## src/rtl/useq_pkg.sv

```systemverilog
// Package: shared types of the next-address sequencer.
// Assumes the condition mode is a 2-bit field of the microinstruction.
package useq_pkg;
    typedef enum logic [1:0] {
        SEQ_JUMP = 2'b00,   // field used unchanged
        SEQ_FLAG = 2'b01,   // bit 0 replaced by selected flag
        SEQ_OPHI = 2'b10,   // low nibble replaced by opcode upper nibble
        SEQ_OPLO = 2'b11    // low nibble replaced by opcode lower nibble
    } seq_mode_e;
endpackage

```

## src/rtl/useq_flag_sel.sv

```systemverilog
// Module: picks one ALU flag for a two-way branch.
// Assumes flags are packed with the first-selectable flag (N) in the MSB,
// so select code k reads flag bit FLAG_N-1-k.
module useq_flag_sel #(
    parameter int FLAG_N = 4,
    localparam int SEL_W = $clog2(FLAG_N)
) (
    input  logic [FLAG_N-1:0] flags,
    input  logic [SEL_W-1:0]  sel,
    output logic              flag_o
);
    logic [FLAG_N-1:0] rev;

    // Reverse the packing so the select code indexes directly.
    for (genvar i = 0; i < FLAG_N; i++) begin : g_rev
        assign rev[i] = flags[FLAG_N-1-i];
    end

    // Select the tested flag.
    assign flag_o = rev[sel];
endmodule

```

## src/rtl/useq_addr_merge.sv

```systemverilog
// Module: forms the next microaddress by substituting low-order bits.
// Assumes ADDR_W > NIB_W and an instruction register of two nibbles.
module useq_addr_merge
    import useq_pkg::*;
#(
    parameter int ADDR_W = 9,
    parameter int IR_W   = 8,
    localparam int NIB_W = IR_W / 2,
    localparam int KEEP_W = ADDR_W - NIB_W
) (
    input  logic [ADDR_W-1:0] field,
    input  seq_mode_e         mode,
    input  logic              flag,
    input  logic [IR_W-1:0]   ir,
    output logic [ADDR_W-1:0] nxt
);
    logic [NIB_W-1:0] nib_hi;
    logic [NIB_W-1:0] nib_lo;

    assign nib_hi = ir[IR_W-1 -: NIB_W];
    assign nib_lo = ir[NIB_W-1:0];

    // Choose which low-order bits of the field are replaced.
    always_comb begin
        unique case (mode)
            SEQ_JUMP: nxt = field;
            SEQ_FLAG: nxt = {field[ADDR_W-1:1], flag};
            SEQ_OPHI: nxt = {field[ADDR_W-1 -: KEEP_W], nib_hi};
            SEQ_OPLO: nxt = {field[ADDR_W-1 -: KEEP_W], nib_lo};
            default:  nxt = field;
        endcase
    end
endmodule

```

## src/rtl/useq_mpc_reg.sv

```systemverilog
// Module: the microprogram counter register.
// Assumes synchronous active-low reset with priority over halt.
module useq_mpc_reg #(
    parameter int ADDR_W = 9
) (
    input  logic              clk,
    input  logic              rst_n,
    input  logic              halt,
    input  logic [ADDR_W-1:0] nxt,
    output logic [ADDR_W-1:0] mpc
);
    // Load the next address unless held or reset.
    always_ff @(posedge clk) begin
        if (!rst_n)
            mpc <= '0;
        else if (!halt)
            mpc <= nxt;
    end
endmodule

```

## src/rtl/useq_next_addr.sv

```systemverilog
// Module: top of the next-address sequencer. It ties flag selection,
// address merge and the counter register together.
// Assumes all inputs are stable around the rising edge and come from
// the microinstruction addressed by mpc_o in the same cycle.
module useq_next_addr
    import useq_pkg::*;
#(
    parameter int ADDR_W = 9,
    parameter int IR_W   = 8,
    parameter int FLAG_N = 4,
    localparam int SEL_W = $clog2(FLAG_N),
    localparam int NIB_W = IR_W / 2
) (
    input  logic              clk,
    input  logic              rst_n,
    input  logic              halt,
    input  logic [ADDR_W-1:0] next_addr,
    input  logic [1:0]        cond_mode,
    input  logic [SEL_W-1:0]  test_sel,
    input  logic [FLAG_N-1:0] alu_flags,
    input  logic [IR_W-1:0]   ir,
    output logic [ADDR_W-1:0] mpc_o
);
    logic              flag_w;
    logic [ADDR_W-1:0] nxt_w;

    useq_flag_sel #(.FLAG_N(FLAG_N)) u_flag (
        .flags (alu_flags),
        .sel   (test_sel),
        .flag_o(flag_w)
    );

    useq_addr_merge #(.ADDR_W(ADDR_W), .IR_W(IR_W)) u_merge (
        .field(next_addr),
        .mode (seq_mode_e'(cond_mode)),
        .flag (flag_w),
        .ir   (ir),
        .nxt  (nxt_w)
    );

    useq_mpc_reg #(.ADDR_W(ADDR_W)) u_mpc (
        .clk  (clk),
        .rst_n(rst_n),
        .halt (halt),
        .nxt  (nxt_w),
        .mpc  (mpc_o)
    );

    // first cycle out of reset starts at address 0
    a_r1_reset_zero: assert property (@(posedge clk) disable iff (!rst_n)
        $rose(rst_n) |-> mpc_o == '0);

    // jump loads the field unchanged
    a_r2_jump_field: assert property (@(posedge clk) disable iff (!rst_n)
        (cond_mode == 2'b00 && !halt) |=> mpc_o == $past(next_addr));

    // flag branch keeps the upper field bits
    a_r3_flag_keep: assert property (@(posedge clk) disable iff (!rst_n)
        (cond_mode == 2'b01 && !halt) |=> mpc_o[ADDR_W-1:1] == $past(next_addr[ADDR_W-1:1]));

    // select code 0 reads the MSB flag, the top code reads the LSB flag
    a_r4_first_flag: assert property (@(posedge clk) disable iff (!rst_n)
        (cond_mode == 2'b01 && !halt && test_sel == '0)
        |=> mpc_o[0] == $past(alu_flags[FLAG_N-1]));
    a_r4_last_flag: assert property (@(posedge clk) disable iff (!rst_n)
        (cond_mode == 2'b01 && !halt && test_sel == SEL_W'(FLAG_N-1))
        |=> mpc_o[0] == $past(alu_flags[0]));

    // upper-nibble dispatch
    a_r5_dispatch_hi: assert property (@(posedge clk) disable iff (!rst_n)
        (cond_mode == 2'b10 && !halt)
        |=> mpc_o == {$past(next_addr[ADDR_W-1:NIB_W]), $past(ir[IR_W-1:NIB_W])});

    // lower-nibble dispatch
    a_r6_dispatch_lo: assert property (@(posedge clk) disable iff (!rst_n)
        (cond_mode == 2'b11 && !halt)
        |=> mpc_o == {$past(next_addr[ADDR_W-1:NIB_W]), $past(ir[NIB_W-1:0])});

    // halt holds the counter
    a_r7_halt_hold: assert property (@(posedge clk) disable iff (!rst_n)
        halt |=> $stable(mpc_o));
endmodule

```

## config.mk

```make
export PLATFORM = sky130hd
export DESIGN_NAME = useq_next_addr
export DESIGN_NICKNAME = d
export VERILOG_FILES = /design/src/rtl/useq_pkg.sv /design/src/rtl/useq_flag_sel.sv /design/src/rtl/useq_addr_merge.sv /design/src/rtl/useq_mpc_reg.sv /design/src/rtl/useq_next_addr.sv
export SDC_FILE = /design/constraint.sdc
export NUM_CORES = 1
export LEC_CHECK = 0
export BUFFER_PORTS_ARGS = -buffer_cell sky130_fd_sc_hd__buf_2
export CORE_AREA = 2 2 39 41
export DETAILED_ROUTE_END_ITERATION = 16
export DIE_AREA = 0 0 41 43
export GPL_ROUTABILITY_DRIVEN = 0
export PLACE_DENSITY = 0.77
export SETUP_SLACK_MARGIN = 0.05
export SLEW_MARGIN = 25
export SYNTH_ARGS = -nofsm -noshare
export SYNTH_HDL_FRONTEND = slang
export SYNTH_HIERARCHICAL = 1
export SYNTH_SLANG_ARGS = --single-unit
```

## constraint.sdc

```tcl
create_clock -name clk -period 2 [get_ports clk]
set_input_delay 0.4 -clock clk [delete_from_list [all_inputs] [get_ports clk]]
set_output_delay 0.4 -clock clk [all_outputs]
set_load 0.02 [all_outputs]
```

==> metrics.cfg <==
[clock_tree]
clock-sinks = 9
post_cts_buffers = 0
cts-resized-gates = 0
htreeDepth = 1
clock_latency_ns = 0.25
cts_root_buf = clkbuf_4
cts_tree = done
clk_pin_slew_ns = 0.06
holdBufCountCts = 0
cts_buffer_depth = 2
numCtsBuffers = 3

[power]
powerDensity_nw_per_um2 = 651.0
p_comb_frac = 0.229
netSwitchingFraction = 0.2484
seq_power_share = 0.462
p_leak_nw = 0.3507
p_sw_uw = 105.8
intPower_uw = 320.2
ir_drop_v = 0.0002457
p_total_uw = 426.0
clock_power_share = 0.308

[hold_path]
hold_start = next_addr[8]
hp-class = in -> reg

[sta]
rsz0062_at_grt = no
max_freq_mhz = 681.4
fin_skew_ns = 0
setup_viol = 0
hold_viol = 0
fin_hold_ws_ns = 0.4060
tns_ns = 0
slew_viol_final = 0
fin_ws_ns = 0.5324
slew_headroom = 0.8232
finalCritPeriodShare = 0.7338
worst_slew_pin_slew_ns = 0.2652
post-route-min-period_ns = 1.468

[critical_path]
rr_startpoint = u_mpc/mpc[7]
critical_path.max_fanout = 1
cp.required_ns = 2.14
reg2reg_setup_slack_ns = 1.40
worstSetupPathType = in -> reg
crit_path_end_kind = flop
critPathLaunch = test_sel[0]
cp.arrival_ns = 1.61
cp-start-kind = input pin

[final_layout]
reg_top3 = u_mpc/mpc (9)
layout.nets = 107
final_cell_area_um2 = 654.4
largest_register_ff_count = 9
drive_above_1_share = 0.5256
area_growth_pct = 37.27
regMostFlops = u_mpc/mpc
antenna_cells = 0

[synth]
synth_top_area_frac = 0.3780
ys_seq_area_frac = 0.3780
syn_inst = 44
netlist_area_um2 = 476.7
syn_area_per_cell_um2 = 10.83
synth_top_cell_by_area = dfxtp_1
yosysWarnings = 6
syn-num-nets = 72
synth.top_cells.by_area = dfxtp_1, mux2i_1, nor2b_1, mux4_2, buf_4
synth.distinct_cells = 8
synth_seq_cells = 9

[route]
ant_nets = 0
drt_iter0_drc = 3
drc_errors = 0
vias = 405
routed_wl_um = 949
drtPass1Iterations = 2
vias_per_cell = 4.309
wire_per_inst_um = 10.10

[grt]
antenna_found_initial = 0
grt_max_degree = 10
grt_pass1_vias = 400
grt_pass1_wl_um = 1580
grt_use_total = 0.1300
gr-total-overflow = 0

[run]
drv_cap = 0

[floorplan]
core_um2 = 1384
rows = 14
fp.dieW_um = 41
dieArea_um2 = 1763
ios = 37
start_util = 0.3445
fp.dieH_um = 43

[placement]
io_buffers = 36
placed_cell_area_um2 = 628.1
pre_cts_ws_ns = 0.2611

[status]
status = finished clean

==> cells in the mapped netlist <==
cell,count
mux4_2,2
buf_6,1
dfxtp_1,9
nor2b_1,9
buf_4,5
a21oi_1,3
mux2i_1,12
nor2_1,3
==> cell families after synthesis <==
logic type	share of synthesized area
compound gates	0.03149
flops	0.3779
simple gates	0.1417
mux	0.3465
buf+inv	0.1024
==> final cells by class <==
class                           instances  area, um^2
Multi-Input combinational cell         29       247.7
Fill cell                             147       729.5
Timing Repair Buffer                   36       180.2
Clock buffer                            4       26.28
Tap cell                               16       20.02
Sequential cell                         9       180.2
==> worst max-delay path, stage by stage <==
cell	delay, ns
buf_2	0.09
mux4_2	0.48
mux4_2	0.45
mux2i_1	0.14
nor2b_1	0.05
==> placed cells by master, fill, tap and decap left out <==
cell type	synthesis	final
a21oi_1	3	3
buf_2	0	36
clkbuf_1	0	1
clkbuf_4	0	3
dfxtp_1	9	9
mux2i_1	12	12
mux4_2	2	2
nor2_1	3	3
nor2b_1	9	9
==> power groups by stage <==
stage / sequential [mW] / combinational [mW] / clock (mW)
after global routing: 0.199 / 0.108 / 0.153
after detailed placement: 0.201 / 0.0990 / 0
after global placement: 0.201 / 0.0973 / 0
final: 0.197 / 0.0976 / 0.131
after floorplan: 0.216 / 0.0470 / 0
after CTS: 0.197 / 0.0992 / 0.141
==> through the flow <==
stage / std cells / util
floorplan: 44 / -
global placement: 90 / 0.4539
detailed placement: 90 / 0.4539
CTS: 94 / 0.4729
global route: 94 / 0.4729
finish: 94 / 0.4729
==> layer usage <==
metal  routed length, um  track usage  vias to the layer above  share of wire
met1                 376       0.1303                      179           0.40
met3                  29      0.05236                        0          0.031
li1                    -            -                      217              -
met2                 543       0.2281                        9           0.57
met4                   0      0.04000                        0              0
met5                   0            0                        -              0
==> worst paths after layout <==
| kind | endpoint | cells past startpoint |
|---|---|---|
| hold reg to reg | u_mpc/mpc[0] | 2 |
| hold / removal | u_mpc/mpc[8] | 3 |
| setup / recovery | u_mpc/mpc[0] | 5 |
| setup reg to reg | u_mpc/mpc[7] | 2 |
(Power assumes the default switching activity.)
